`config.mk`:
```
export PLATFORM = sky130hd
export DESIGN_NAME = adc_avg_seq
export DESIGN_NICKNAME = d
export VERILOG_FILES = /design/src/rtl/adc_seq_pkg.sv /design/src/rtl/adc_seq_ctrl.sv /design/src/rtl/adc_avg_accum.sv /design/src/rtl/adc_reading_regs.sv /design/src/rtl/adc_avg_seq.sv
export SDC_FILE = /design/constraint.sdc
export NUM_CORES = 1
export LEC_CHECK = 0
export ABC_CLOCK_PERIOD_IN_PS = 2570
export BUFFER_PORTS_ARGS = -buffer_cell sky130_fd_sc_hd__buf_2
export CORE_ASPECT_RATIO = 0.6
export CORE_MARGIN = 2
export CORE_UTILIZATION = 35
export CTS_CLUSTER_DIAMETER = 50
export DETAILED_ROUTE_END_ITERATION = 8
export PLACE_DENSITY = 0.66
export SYNTH_ARGS = -nofsm -noshare
export SYNTH_HDL_FRONTEND = slang
export SYNTH_SLANG_ARGS = --single-unit
```
`constraint.sdc`:
```
create_clock -name clk -period 2.57 [get_ports clk]
set_clock_uncertainty 0.05 [all_clocks]
set_input_delay 0.6425 -clock clk [delete_from_list [all_inputs] [get_ports clk]]
set_output_delay 0.6425 -clock clk [all_outputs]
set_load 0.02 [all_outputs]
```
`src/rtl/adc_seq_pkg.sv`:
```
// Package: shared types and helpers for the ADC averaging sequencer.
// Assumes: nothing beyond IEEE 1800-2017 semantics.
package adc_seq_pkg;

    // Sequencer phases: idle, issue a request, wait for the converter.
    typedef enum logic [1:0] {
        SEQ_PARK   = 2'd0,
        SEQ_LAUNCH = 2'd1,
        SEQ_WAIT   = 2'd2
    } seq_state_e;

    // Next channel index with wrap from the last back to zero.
    function automatic int unsigned wrap_next(input int unsigned cur,
                                              input int unsigned count);
        return (cur + 1 >= count) ? 0 : cur + 1;
    endfunction

endpackage

```
`src/rtl/adc_seq_ctrl.sv`:
```
// Module: channel/sample sequencer FSM.
// Walks the channel index, issues one conversion request per LAUNCH
// cycle and classifies each returning result as taken, last-of-dwell
// or aborted (enable low). Assumes conv_done is a one-cycle pulse that
// only follows a request.
module adc_seq_ctrl
    import adc_seq_pkg::*;
#(
    parameter int NUM_CH   = 5,
    parameter int AVG_LOG2 = 4,
    parameter int CH_W     = $clog2(NUM_CH)
) (
    input  logic            clk,
    input  logic            rst_n,
    input  logic            enable,
    input  logic            conv_done,
    output logic            conv_start,
    output logic [CH_W-1:0] ch_idx,
    output logic            sample_take,
    output logic            dwell_last,
    output logic            dwell_abort
);

    localparam logic [AVG_LOG2-1:0] LAST_SAMPLE = '1;

    seq_state_e          state_q;
    logic [AVG_LOG2-1:0] cnt_q;
    logic                in_wait;

    // Decode the phase into the request pulse and result classes.
    always_comb begin
        conv_start  = (state_q == SEQ_LAUNCH);
        in_wait     = (state_q == SEQ_WAIT);
        sample_take = in_wait && conv_done && enable;
        dwell_last  = sample_take && (cnt_q == LAST_SAMPLE);
        dwell_abort = in_wait && conv_done && !enable;
    end

    // Phase, sample counter and channel index registers.
    always_ff @(posedge clk) begin
        if (!rst_n) begin
            state_q <= SEQ_PARK;
            cnt_q   <= '0;
            ch_idx  <= '0;
        end else begin
            case (state_q)
                SEQ_PARK: begin
                    if (enable) state_q <= SEQ_LAUNCH;
                end
                SEQ_LAUNCH: begin
                    state_q <= SEQ_WAIT;
                end
                SEQ_WAIT: begin
                    if (conv_done) begin
                        if (enable) begin
                            state_q <= SEQ_LAUNCH;
                            cnt_q   <= cnt_q + 1'b1;
                            if (cnt_q == LAST_SAMPLE)
                                ch_idx <= CH_W'(wrap_next(int'(ch_idx), NUM_CH));
                        end else begin
                            state_q <= SEQ_PARK;
                            cnt_q   <= '0;
                            ch_idx  <= '0;
                        end
                    end
                end
                default: state_q <= SEQ_PARK;
            endcase
        end
    end

endmodule

```
`src/rtl/adc_avg_accum.sv`:
```
// Module: conversion accumulator and averager.
// Sums 2**AVG_LOG2 codes and presents the top REG_W bits of the
// average of the running sum including the current code. Assumes
// REG_W <= ADC_W. Clears on a completed or aborted dwell.
module adc_avg_accum #(
    parameter int ADC_W    = 10,
    parameter int AVG_LOG2 = 4,
    parameter int REG_W    = 8
) (
    input  logic             clk,
    input  logic             rst_n,
    input  logic             sample_take,
    input  logic             dwell_last,
    input  logic             dwell_abort,
    input  logic [ADC_W-1:0] conv_data,
    output logic [REG_W-1:0] avg_reading
);

    localparam int ACC_W = ADC_W + AVG_LOG2;

    logic [ACC_W-1:0] acc_q;
    logic [ACC_W-1:0] sum;

    // Running sum including the code now arriving; upper bits form the reading.
    always_comb begin
        sum         = acc_q + ACC_W'(conv_data);
        avg_reading = sum[ACC_W-1 -: REG_W];
    end

    // Accumulator register, emptied at the end of each dwell.
    always_ff @(posedge clk) begin
        if (!rst_n)
            acc_q <= '0;
        else if (dwell_last || dwell_abort)
            acc_q <= '0;
        else if (sample_take)
            acc_q <= sum;
    end

endmodule

```
`src/rtl/adc_reading_regs.sv`:
```
// Module: reading register file, read port and result strobe.
// One REG_W register per channel, written whole in one edge, read
// combinationally at BASE_ADDR+i; unknown addresses read zero.
module adc_reading_regs #(
    parameter int               NUM_CH    = 5,
    parameter int               REG_W     = 8,
    parameter int               ADDR_W    = 8,
    parameter logic [ADDR_W-1:0] BASE_ADDR = 8'h20,
    parameter int               CH_W      = $clog2(NUM_CH)
) (
    input  logic              clk,
    input  logic              rst_n,
    input  logic              wr_en,
    input  logic [CH_W-1:0]   wr_idx,
    input  logic [REG_W-1:0]  wr_data,
    input  logic [ADDR_W-1:0] rd_addr,
    output logic [REG_W-1:0]  rd_data,
    output logic              result_valid,
    output logic [CH_W-1:0]   result_ch
);

    logic [REG_W-1:0]  reg_q [NUM_CH];
    logic [ADDR_W-1:0] offset;
    logic              in_window;

    genvar gi;
    generate
        for (gi = 0; gi < NUM_CH; gi++) begin : g_reg
            // Channel register: whole value replaced on its write.
            always_ff @(posedge clk) begin
                if (!rst_n)
                    reg_q[gi] <= '0;
                else if (wr_en && (wr_idx == CH_W'(gi)))
                    reg_q[gi] <= wr_data;
            end
        end
    endgenerate

    // Address decode and read multiplexer.
    always_comb begin
        offset    = rd_addr - BASE_ADDR;
        in_window = (rd_addr >= BASE_ADDR) && (offset < ADDR_W'(NUM_CH));
        rd_data   = '0;
        for (int i = 0; i < NUM_CH; i++) begin
            if (in_window && (offset == ADDR_W'(i)))
                rd_data = reg_q[i];
        end
    end

    // Strobe and channel tag, aligned with the register update.
    always_ff @(posedge clk) begin
        if (!rst_n) begin
            result_valid <= 1'b0;
            result_ch    <= '0;
        end else begin
            result_valid <= wr_en;
            if (wr_en) result_ch <= wr_idx;
        end
    end

endmodule

```
`src/rtl/adc_avg_seq.sv`:
```
// Module: multiplexed ADC averaging sequencer, top level.
// Sequences channels, averages 16 conversions each, stores readings
// and strobes new results. Assumes an external converter with a
// start/done handshake and a stable result while conv_done is high.
module adc_avg_seq #(
    parameter int                NUM_CH    = 5,
    parameter int                ADC_W     = 10,
    parameter int                AVG_LOG2  = 4,
    parameter int                REG_W     = 8,
    parameter int                ADDR_W    = 8,
    parameter logic [ADDR_W-1:0] BASE_ADDR = 8'h20
) (
    input  logic                       clk,
    input  logic                       rst_n,
    input  logic                       enable,
    output logic [$clog2(NUM_CH)-1:0]  mux_sel,
    output logic                       conv_start,
    input  logic                       conv_done,
    input  logic [ADC_W-1:0]           conv_data,
    input  logic [ADDR_W-1:0]          rd_addr,
    output logic [REG_W-1:0]           rd_data,
    output logic                       result_valid,
    output logic [$clog2(NUM_CH)-1:0]  result_ch
);

    localparam int CH_W = $clog2(NUM_CH);

    logic [CH_W-1:0]  ch_idx;
    logic             sample_take;
    logic             dwell_last;
    logic             dwell_abort;
    logic [REG_W-1:0] avg_reading;

    adc_seq_ctrl #(
        .NUM_CH   (NUM_CH),
        .AVG_LOG2 (AVG_LOG2),
        .CH_W     (CH_W)
    ) u_ctrl (
        .clk         (clk),
        .rst_n       (rst_n),
        .enable      (enable),
        .conv_done   (conv_done),
        .conv_start  (conv_start),
        .ch_idx      (ch_idx),
        .sample_take (sample_take),
        .dwell_last  (dwell_last),
        .dwell_abort (dwell_abort)
    );

    adc_avg_accum #(
        .ADC_W    (ADC_W),
        .AVG_LOG2 (AVG_LOG2),
        .REG_W    (REG_W)
    ) u_accum (
        .clk         (clk),
        .rst_n       (rst_n),
        .sample_take (sample_take),
        .dwell_last  (dwell_last),
        .dwell_abort (dwell_abort),
        .conv_data   (conv_data),
        .avg_reading (avg_reading)
    );

    adc_reading_regs #(
        .NUM_CH    (NUM_CH),
        .REG_W     (REG_W),
        .ADDR_W    (ADDR_W),
        .BASE_ADDR (BASE_ADDR),
        .CH_W      (CH_W)
    ) u_regs (
        .clk          (clk),
        .rst_n        (rst_n),
        .wr_en        (dwell_last),
        .wr_idx       (ch_idx),
        .wr_data      (avg_reading),
        .rd_addr      (rd_addr),
        .rd_data      (rd_data),
        .result_valid (result_valid),
        .result_ch    (result_ch)
    );

    // Multiplexer select follows the sequencer's channel index.
    always_comb mux_sel = ch_idx;

endmodule

```
==> results.md, run 1 <==
* Synth Flop Type: edfxtp_1
* Met3 Use GR at 0.0626
* Actual slew at the worst max-slew pin at approximately 0.56 ns
* Worst skew pair latency at roughly 0.33 ns
* Worst path required time at between 1.5 and 2 ns
* Static Leak at 1.71 nW
* Synth cell types at 45
* Initial antenna violation count at 0
* Clock Tree Buf Depth at 2
* Crit start category: input pin
* Fmax at 364 MHz
* Final Critical Period at 2.74 ns
* Vias post-DR at ~2,800
* Synthesized cell area at approximately 0.0034 mm2
* CP Data Arrival Time at around 2.1 ns
* Via density per instance at about 5.1
* Clock transition at path regs at approximately 0.050 ns
* Highest net fanout along the worst path at 6
* Period utilisation layout at 1.07
* Final Max Slew Viols at 0
* Clock Sink Count at 67
* Die ar. at 0.0105 mm2
* Num CTS Buffers at 9
* Final RePlAce weighted congestion at 0.799
* RSZ-0062 raised after global routing: yes
* Initial DRT Pass Iterations at 5
* Failing checks: setup timing
* Avg Inst Size Synth at ~9.9 um2
* Final design utilization at 0.471
* VDD IR max at 0.335 mV
* Root Driver: clkbuf_16
* Max cap viols at 0
* CTS H-tree lvls at 3
* Ys Warns at 0
* Syn nets at ~380
* Initial core utilization at 0.365
* Final total power at between 2 and 3 mW
* HP Class: reg2reg
* Row count at 27
* Post-CTS Setup Bufs at 0
* Synth Instances at 341
* Slew headroom at 0.621
* Most frequent cells in the layout: 45 x nor2_1, 40 x edfxtp_1, 34 x buf_4
* Share of post-route cells with drive strength above 1 at 0.236
* Fillers at approximately 900
* EDFF count, synth at 40
* Final net count at roughly 450
* #FFs+latches synth at 67
* Cts hold-fix bufs at 0
* Final hold vios at 0
* Routing usage on met2 at 0.230
* Sequential area share after synthesis at 0.514
* Tot GR Track Use at 0.163
* Residual DRC at 0
* Power Density at approximately 590 mW/mm2
* Diodes inserted at 0
* Die Y at about 80 um
* TritonCTS clock tree: yes
* Routed len/inst at ~15 um
* Commonest non-fill, non-tap cell in the layout: nor2_1
* Total negative setup slack at -0.835 ns
* Ys async rst share at 0
* Met1 Resource Use GR at 0.235
* Core box area at between 0.009 and 0.01 mm2
* Critical path class: in2out
* Final wirelength at 8.04 mm
* Worst slack at placement at -0.327 ns
* Setup violators final at 8
* Initial DRC count at ~230
* Post-route ant nets at 0
* Outcome: finished, violations left
* Post-DP HPWL at around 6 mm
* Vias in the first global route at between 2,000 and 3,000
* Largest net degree at the start of global routing at 20
* Area growth syn-to-layout at 29.1%
* GRT overflow at 0
* Critical Path Sink Type: output pin
* R2R setup slack at 0.19 ns
* Setup WS post-layout at -0.175 ns
* Chip width at 131 um
* Most Crowded Layer GR: met1
* I/O Pins at 38
* Port bufs at 37
* First-pass GRT wire length at ~13 mm
-- final timing paths --
| check | startpoint | endpoint | cells past startpoint |
|---|---|---|---|
| max reg2reg | u_accum.acc_q[0] | u_regs.reg_q[3][6] | 9 |
| min reg2reg | u_accum.acc_q[0] | u_accum.acc_q[0] | 2 |
| min | u_accum.acc_q[0] | u_accum.acc_q[0] | 2 |
| max | rd_addr[5] | rd_data[2] | 10 |
-- what timing repair did --
item                                    4_1_cts  5_1_grt
endpoints found under the setup margin        8        8
pin swaps                                     5        4
resized for setup                            22        2
-- layout make-up --
cell class              count  area [um2]  share of cell area
multi-input cells         247        1590               0.362
well taps                 130         163              0.0372
repair buffers             71         512               0.117
inverters                  18        85.1              0.0194
clock inverters             3        38.8             0.00886
clock buffers              13         250              0.0572
flip-flops and latches     67        1740               0.398
-- metal layers --
layer | up-vias | share of wire
met2 | 74 | 0.41
met5 | - | 0
met1 | 1327 | 0.52
li1 | 1375 | -
met3 | 9 | 0.060
met4 | 0 | 0.0091
-- registers in the layout, indices dropped and copies added, names as in the netlist --
name / count
u_ctrl.cnt_q: 4
u_regs.result_ch: 3
u_ctrl.state_q: 2
u_regs.reg_q: 40
u_ctrl.ch_idx: 3
u_regs.result_valid: 1
u_accum.acc_q: 14
-- synthesized netlist by cell type (2+ instances only) --
cell type	n	area [um2]
nor2_1	46	173
edfxtp_1	40	1200
nand2_1	31	116
a21oi_1	29	145
dfxtp_1	27	541
o21ai_0	23	115
ha_1	17	213
inv_1	17	63.8
nand3_1	16	80.1
nor2b_1	8	50.1
clkbuf_1	7	26.3
a222oi_1	5	50.1
and2_1	5	31.3
mux2i_1	5	50.1
xnor2_1	5	43.8
xor2_1	5	43.8
nand2b_1	4	25.0
nor3_1	4	20.0
a21o_1	3	22.5
a22o_1	3	26.3
and3_1	3	18.8
mux4_2	3	67.6
nor2_2	3	18.8
o21a_1	3	22.5
o31ai_1	3	22.5
or3_1	3	18.8
a211oi_1	2	15.0
buf_2	2	10.0
nand4_1	2	12.5
o211ai_1	2	15.0
-- kinds of logic (layout without fill, tap and decap cells) --
kind of cell / count (synthesis) / after routing / synth area share
fa+ha+maj: 18 / 18 / 0.0687
simple gates: 131 / 131 / 0.181
mux: 8 / 8 / 0.0347
flops: 67 / 67 / 0.514
xor+xnor: 10 / 10 / 0.0258
compound gates: 80 / 80 / 0.145
buf+inv: 27 / 105 / 0.0307
-- worst max-delay path, stage by stage --
cell,delay [ns]
buf_12,0.09
inv_12,0.03
ha_4,0.15
xnor2_2,0.12
nand4_1,0.18
nor4b_4,0.07
buf_4,0.17
a222oi_1,0.37
inv_1,0.09
buf_6,0.14
-- where the power goes --
part	switching [mW]	leakage, nW	total [mW]	internal (mW)
Combinational	0.105	0.976	0.193	0.0877
Clock	0.424	0.141	1.20	0.773
Sequential	0.0125	0.597	1.18	1.17
-- per-stage QoR --
step | hold slack, ns | cell area (um2) | std cells
floorplan | 0.376 | 3440 | 341
global placement | 0.390 | 4010 | 533
detailed placement | 0.402 | 4010 | 533
CTS | 0.409 | 4370 | 549
global route | 0.427 | 4380 | 549
finish | 0.409 | 4380 | 549
No activity file was read; power rests on OpenSTA's default activity.
==> run 2, diff against run 1 <==
Settings changed: ABC_AREA from default to 1.
==> run 2 against run 1 <==
Net effect: the flow still finishes with violations (setup timing); routed wire length increased by 16%; maximum frequency increased by 5.3%; first-iteration DRC count increased by 36%.
==> results.md, run 2 <==
* Worst slack at placement at -0.147 ns (+0.181 ns)
* Num CTS Buffers at 9 (unchanged)
* Fmax at 384 MHz (+5.3%)
* Row count at 29 (+7.4%)
* TritonCTS clock tree: yes
* Die Y at 85.2 um (+6.2%)
* Synth cell types at 39 (-13%)
* Post-DP HPWL at 7.17 mm (+18%)
* Internal power at 2.00 mW (-1.7%)
* Final Max Slew Viols at 0 (unchanged)
* Flop pwr share at 0.456 (-0.004)
* Most frequent cells in the layout: 97 x nand2_1, 63 x inv_1, 52 x nor2_1
* Post-route ant nets at 0 (unchanged)
* Combinational share of power at 0.088 (+0.013)
* Actual slew at the worst max-slew pin at 0.467 ns (-0.0949 ns)
* Syn nets at 518 (+36%)
* Reg area at 0.00174 mm2 (unchanged)
* Die ar. at 0.0119 mm2 (+13%)
* Critical path class: in2out
* Via density per instance at 4.96 (-2.3%)
* Failing checks: setup timing
* VDD IR max at 0.373 mV (+11%)
* Worst path bufs/invs at 4 (-1)
* Worst path required time at 1.88 ns (about the same)
* Cell taking the most area after synthesis: edfxtp_1
* Synthesized cell area at 0.00384 mm2 (+13%)
* CTS H-tree lvls at 3 (unchanged)
* Clock Power Share at 0.456 (-0.009)
* Hold Path Stages at 1 (-1)
* Sequential area share after synthesis at 0.453 (-0.0608)
* Synth Instances at 478 (+40%)
* EDFF count, synth at 40 (unchanged)
* Delay of the slowest cell on the worst path at 0.18 ns (-0.19 ns)
* CP Data Arrival Time at 1.91 ns (-0.14 ns)
* Final net count at 577 (+27%)
* Fillers at 1,044 (+18%)
* Initial DRT Pass Iterations at 5 (unchanged)
* Worst reg2reg path depth at 10 (+1)
* Port bufs at 37 (unchanged)
* Diodes inserted at 0 (unchanged)
* Crit Reg-Reg Startpoint: u_accum.acc_q[0]
* Crit start category: input pin
* Final wirelength at 9.36 mm (+16%)
* Largest net degree at the start of global routing at 22 (+10%)
* Avg Inst Size Synth at 8.04 um2 (-19%)
* Placed insts at 664 (+25%)
* R2r endpoint: u_regs.reg_q[4][0]
* Residual DRC at 0 (unchanged)
* Non-Filler Instances at 681 (+24%)
* Setup violators final at 7 (-1)
* Routed len/inst at 13.7 um (-6.1%)
* Sw Share at 0.236 (+0.0259)
* Share of post-route cells with drive strength above 1 at 0.221 (-0.0149)
* I/O Pins at 38 (unchanged)
* Top Registers: u_regs.reg_q (40), u_accum.acc_q (14), u_ctrl.cnt_q (4)
* Max cap viols at 0 (unchanged)
* Core box area at 0.0106 mm2 (+14%)
* Commonest non-fill, non-tap cell in the layout: nand2_1
* Cts hold-fix bufs at 0 (unchanged)
* Initial antenna violation count at 0 (unchanged)
* Worst path slowest cell: buf_12
* Vias post-DR at 3,376 (+21%)
* Multi-input logic area at 0.00197 mm2 (+24%)
* Power Density at 539 mW/mm2 (-8.3%)
* Ys Warns at 0 (unchanged)
* First-pass GRT wire length at 15.6 mm (+20%)
* Chip width at 139 um (+6.3%)
* Clock Tree Buf Depth at 2 (unchanged)
* Setup WS post-layout at -0.0357 ns (+0.139 ns)
* Final Cell Area at 0.00485 mm2 (+11%)
* Clock Sink Count at 67 (unchanged)
* Initial DRC count at 305 (+36%)
* Critical Path Sink Type: output pin
* Synth top area share at 0.313 (-0.0419)
* Area growth syn-to-layout at 26.2%
* Final design utilization at 0.456 (-0.0149)
* Max reg flops at 40 (unchanged)
* Static Leak at 2.21 nW (+29%)
* Top delay family on crit path: simple AND/OR/NAND/NOR gates
* Vias in the first global route at 3,228 (+23%)
* Crit path launch: rd_addr[5]
* Worst path depth at 11 (+1)
* Switch Pwr at 0.618 mW (+14%)
* Highest net fanout along the worst path at 8 (+2)
* Tot GR Track Use at 0.167 (+0.00405)
* CP cell instances: buf_6, inv_4, ha_4, xor2_2, nor2_2, nand2_2, buf_12, nor3_4, nor2_2, nand3_2, buf_6
* Top post-synthesis cells by area: edfxtp_1 31%, dfxtp_1 14%, nand2_1 9.5%
* Largest reg by FF count: u_regs.reg_q
* Commonest cells in the netlist: 97 x nand2_1, 66 x inv_1, 61 x nor2_1
* Root Driver: clkbuf_16
* GRT overflow at 0 (unchanged)
* Final hold vios at 0 (unchanged)
* RSZ-0062 raised after global routing: yes
* HP Class: reg2reg
* Period utilisation layout at 1.01 (-0.0541)
* Ys async rst share at 0 (unchanged)
* Most common cell in the netlist: nand2_1
* #FFs+latches synth at 67 (unchanged)
* Slew headroom at 0.687 (+0.0663)
* CP endpoint: rd_data[4]
* Final RePlAce weighted congestion at 0.933 (+17%)
* Clock transition at path regs at 0.05 ns (about the same)
* Final Critical Period at 2.61 ns (-0.139 ns)
* Placed cell areas at 0.00435 mm2 (+8.6%)
* Outcome: finished, violations left
* Worst skew pair latency at 0.33 ns (about the same)
* Synth Flop Type: edfxtp_1
* Initial core utilization at 0.361 (-0.00329)
* Min Hold Slack at 0.399 ns (-0.0101 ns)
* R2R setup slack at 0.42 ns (+0.23 ns)
==> run 2: changes by cell type after synthesis, moves of 7 or more <==
cell     before  now
nor2b_1       8    0
nor3_1        4   11
nand4_1       2   21
nor2_1       46   61
a21oi_1      29   19
nand3_1      16   55
inv_1        17   66
o21ai_0      23    4
nand2_1      31   97
==> run 2: through the flow <==
stage               setup TNS (ns)  power, mW
global placement            -0.594       1.42
finish                      -0.118       2.62
floorplan                 -0.00783       1.34
CTS                        -0.0607       2.65
global route                -0.725       2.72
detailed placement          -0.902       1.42
==> run 2: routing by layer <==
metal  global-route usage  share of wire  routed length [um]
met1                0.238           0.51                4790
met2                0.242           0.41                3870
met3               0.0570          0.070                 652
met4               0.0468         0.0054                  51
met5                    0              0                   0
==> run 2: worst reg2reg max path, stage by stage (launching register included) <==
cell,delay [ns]
dfxtp_1,0.32
ha_1,0.17
inv_1,0.06
fa_1,0.35
inv_1,0.11
nand3_1,0.08
nand3_1,0.17
nand2_1,0.12
nand3_1,0.10
and2_1,0.26
nor2_1,0.09
==> run 2: power by group through the flow <==
stage	Combinational [mW]	Sequential, mW	Clock [mW]
floorplan	0.132	1.21	0
global placement	0.203	1.21	0
detailed placement	0.209	1.21	0
CTS	0.228	1.19	1.23
global route	0.256	1.20	1.27
finish	0.230	1.19	1.19
==> run 2: logic make-up (layout without fill, tap and decap cells) <==
kind of cell / Yosys count / count (layout) / share of synthesized area
simple gates: 272 / 272 / 0.338
xor+xnor: 5 / 5 / 0.0114
flops: 67 / 67 / 0.453
fa+ha+maj: 18 / 18 / 0.0606
buf+inv: 78 / 142 / 0.0775
compound gates: 38 / 38 / 0.0589
==> run 2: what timing repair did <==
item / 4_1_cts / 5_1_grt
endpoints found under the hold margin: 0 / 0
resized for setup: 48 / 4
pin swaps: 13 / 3
setup buffers: 1 / 0
setup endpoints to repair: 8 / 8
==> run 2: worst min path at each step <==
| stage | startpoint | to | slack [ns] |
|---|---|---|---|
| floorplan | u_ctrl.state_q[0] | u_ctrl.state_q[0] | 0.37 |
| global placement | u_ctrl.state_q[0] | u_ctrl.state_q[0] | 0.38 |
| detailed placement | u_ctrl.state_q[0] | u_ctrl.state_q[0] | 0.39 |
| CTS | u_ctrl.state_q[0] | u_ctrl.state_q[0] | 0.40 |
| global route | u_ctrl.state_q[0] | u_ctrl.state_q[0] | 0.42 |
| finish | u_ctrl.state_q[0] | u_ctrl.state_q[0] | 0.40 |
==> run 2: layout make-up <==
cell class | instances | area share
Clock buffer | 10 | 0.0472
Clock inverter | 6 | 0.0119
Inverter | 71 | 0.0565
Multi-Input combinational cell | 333 | 0.406
Sequential cell | 67 | 0.359
Tap cell | 139 | 0.0359
Timing Repair Buffer | 55 | 0.0831
==> run 3, diff against run 2 <==
Settings changed: CELL_PAD_IN_SITES_DETAIL_PLACEMENT from default to 0, CELL_PAD_IN_SITES_GLOBAL_PLACEMENT from default to 1, PLACE_DENSITY 0.66 to 0.8.
==> run 3 against run 2 <==
Net effect: the run still ends with setup timing left; routed wire length increased by 2.6%; flip-flop and latch count unchanged; clock power decreased by 11%; setup slack improved by 0.035 ns; first-iteration DRC count decreased by 17%; design area decreased by 0.70%.
==> results.md, run 3 (synthesis gave the netlist of run 2 again) <==
* Tot GR Track Use at 0.170 (+0.00308)
* CTS H-tree lvls at 3 (unchanged)
* Total negative setup slack at -0.000743 ns (+0.118 ns)
* Worst skew pair latency at 0.33 ns (about the same)
* Num CTS Buffers at 9 (unchanged)
* Setup violators final at 1 (-6)
* Max reg flops at 40 (unchanged)
* Delay of the slowest cell on the worst path at 0.18 ns (about the same)
* Final design utilization at 0.453 (-0.00318)
* HP Start: u_ctrl.state_q[0]
* Fillers at 1,061 (+1.6%)
* Final Cell Area at 0.00481 mm2 (-0.70%)
* Initial DRC count at 254 (-17%)
* Residual DRC at 0 (unchanged)
* Combinational share of power at 0.094 (+0.006)
* Final total power at 2.49 mW (-4.8%)
* Failing checks: setup timing
* Switch Pwr at 0.591 mW (-4.4%)
* Reg area at 0.00174 mm2 (unchanged)
* Final hold vios at 0 (unchanged)
* Largest reg by FF count: u_regs.reg_q
* RSZ-0062 raised after global routing: yes
* TritonCTS clock tree: yes
* Area growth syn-to-layout at 25.3%
* Actual slew at the worst max-slew pin at 0.455 ns (-0.0124 ns)
* Chip width at 139 um (unchanged)
* Post-route ant nets at 0 (unchanged)
* First-pass GRT wire length at 15.8 mm (+1.4%)
* Routed len/inst at 14.1 um (+2.3%)
* Final wirelength at 9.60 mm (+2.6%)
* Core box area at 0.0106 mm2 (unchanged)
* Placed cell areas at 0.00435 mm2 (about the same)
* Diodes inserted at 0 (unchanged)
* I/O Pins at 38 (unchanged)
* Cts hold-fix bufs at 0 (unchanged)
* Most frequent cells in the layout: 97 x nand2_1, 63 x inv_1, 54 x nor2_1
* Final Max Slew Viols at 0 (unchanged)
* Vias in the first global route at 3,233 (+0.15%)
* Commonest non-fill, non-tap cell in the layout: nand2_1
* Min Hold Slack at 0.398 ns (-0.00153 ns)
* Clock Power Share at 0.427 (-0.029)
* Crit path launch: rd_addr[5]
* CP cell instances: buf_6, inv_4, ha_4, xor2_2, nor2_2, nand2_2, buf_8, nor3_4, nor2_2, nand3_2, buf_6
* Initial antenna violation count at 0 (unchanged)
* Critical path class: in2out
* VDD IR max at 0.346 mV (-7.2%)
* Clock Sink Count at 67 (unchanged)
* Static Leak at 2.18 nW (-1.4%)
* Power Density at 517 mW/mm2 (-4.2%)
* Via density per instance at 4.97 (+0.33%)
* Internal power at 1.90 mW (-5.0%)
* Sw Share at 0.237 (+0.00106)
* Crit start category: input pin
* Final RePlAce weighted congestion at 0.861 (-7.7%)
* GRT overflow at 0 (unchanged)
* Clock Tree Buf Depth at 2 (unchanged)
* Outcome: finished, violations left
* Setup WS post-layout at -0.000743 ns (+0.0349 ns)
* HP Class: reg2reg
* Critical Path Sink Type: output pin
* Largest net degree at the start of global routing at 22 (unchanged)
* Post-DP HPWL at 7.41 mm (+3.3%)
* Slew headroom at 0.696 (+0.00847)
* Top Registers: u_regs.reg_q (40), u_accum.acc_q (14), u_ctrl.cnt_q (4)
* Vias post-DR at 3,397 (+0.62%)
* Period utilisation layout at 1.00 (-0.0136)
* Share of post-route cells with drive strength above 1 at 0.213 (-0.00817)
* Crit Reg-Reg Startpoint: u_accum.acc_q[0]
* Final net count at 579 (+0.35%)
* Multi-input logic area at 0.00195 mm2 (-0.89%)
* Initial core utilization at 0.361 (unchanged)
* Fmax at 389 MHz (+1.4%)
* Flop pwr share at 0.479 (+0.023)
* Clock transition at path regs at 0.05 ns (about the same)
* Row count at 29 (unchanged)
* Root Driver: clkbuf_16
* Die Y at 85.2 um (unchanged)
* Port bufs at 37 (unchanged)
* Max cap viols at 0 (unchanged)
* Die ar. at 0.0119 mm2 (unchanged)
* Worst path slowest cell: nor3_4
* CP Data Arrival Time at 1.88 ns (-0.03 ns)
* Highest net fanout along the worst path at 5 (-3)
* Worst path required time at 1.88 ns (about the same)
* Initial DRT Pass Iterations at 5 (unchanged)
* Final Critical Period at 2.57 ns (-0.0349 ns)
## run 3: per-layer routing
layer	GRT usage	wire length, um	share of wire
met1	0.258	5040	0.52
met2	0.238	3890	0.41
met3	0.0474	592	0.062
met4	0.0441	80	0.0083
met5	0	0	0
## run 3: worst paths after layout
| path | to | slack, ns | cells past startpoint |
|---|---|---|---|
| worst max-delay path | rd_data[3] | -0.0007 | 11 |
| worst max register to register | u_regs.reg_q[1][6] | 0.36 | 10 |
| worst min-delay path | u_ctrl.state_q[0] | 0.40 | 1 |
| worst min register to register | u_ctrl.state_q[0] | 0.40 | 1 |
## run 3: layout make-up
type | instances | area share
flip-flops and latches | 67 | 0.362
well taps | 139 | 0.0361
multi-input cells | 333 | 0.405
clock buffers | 12 | 0.0491
repair buffers | 57 | 0.0865
inverters | 71 | 0.0574
clock inverters | 4 | 0.00364
## run 3: power by group through the flow
stage | logic, mW | registers (mW) | clock network [mW]
finish | 0.233 | 1.19 | 1.06
global route | 0.258 | 1.20 | 1.14
CTS | 0.229 | 1.19 | 1.09
detailed placement | 0.212 | 1.22 | 0
global placement | 0.209 | 1.21 | 0
floorplan | 0.132 | 1.21 | 0
## run 3: repair_timing
item | CTS | global route
pin swaps | 13 | 8
setup endpoints to repair | 8 | 8
buffers inserted | 1 | 1
resized for setup | 40 | 13
cloned | 0 | 0
## run 3: worst max-delay path: cells and delay by family
kind / cells / cell delay [ns]
simple gates: 5 / 0.56
fa+ha+maj: 1 / 0.14
buf+inv: 4 / 0.38
xor+xnor: 1 / 0.14
## run 3: stage by stage
stage | setup WS [ns] | std cells
after global placement | -0.0671 | 666
after global routing | -0.0839 | 683
after CTS | -0.0145 | 683
after detailed placement | -0.101 | 666
after floorplan | -0.00504 | 478
final | -0.000743 | 683
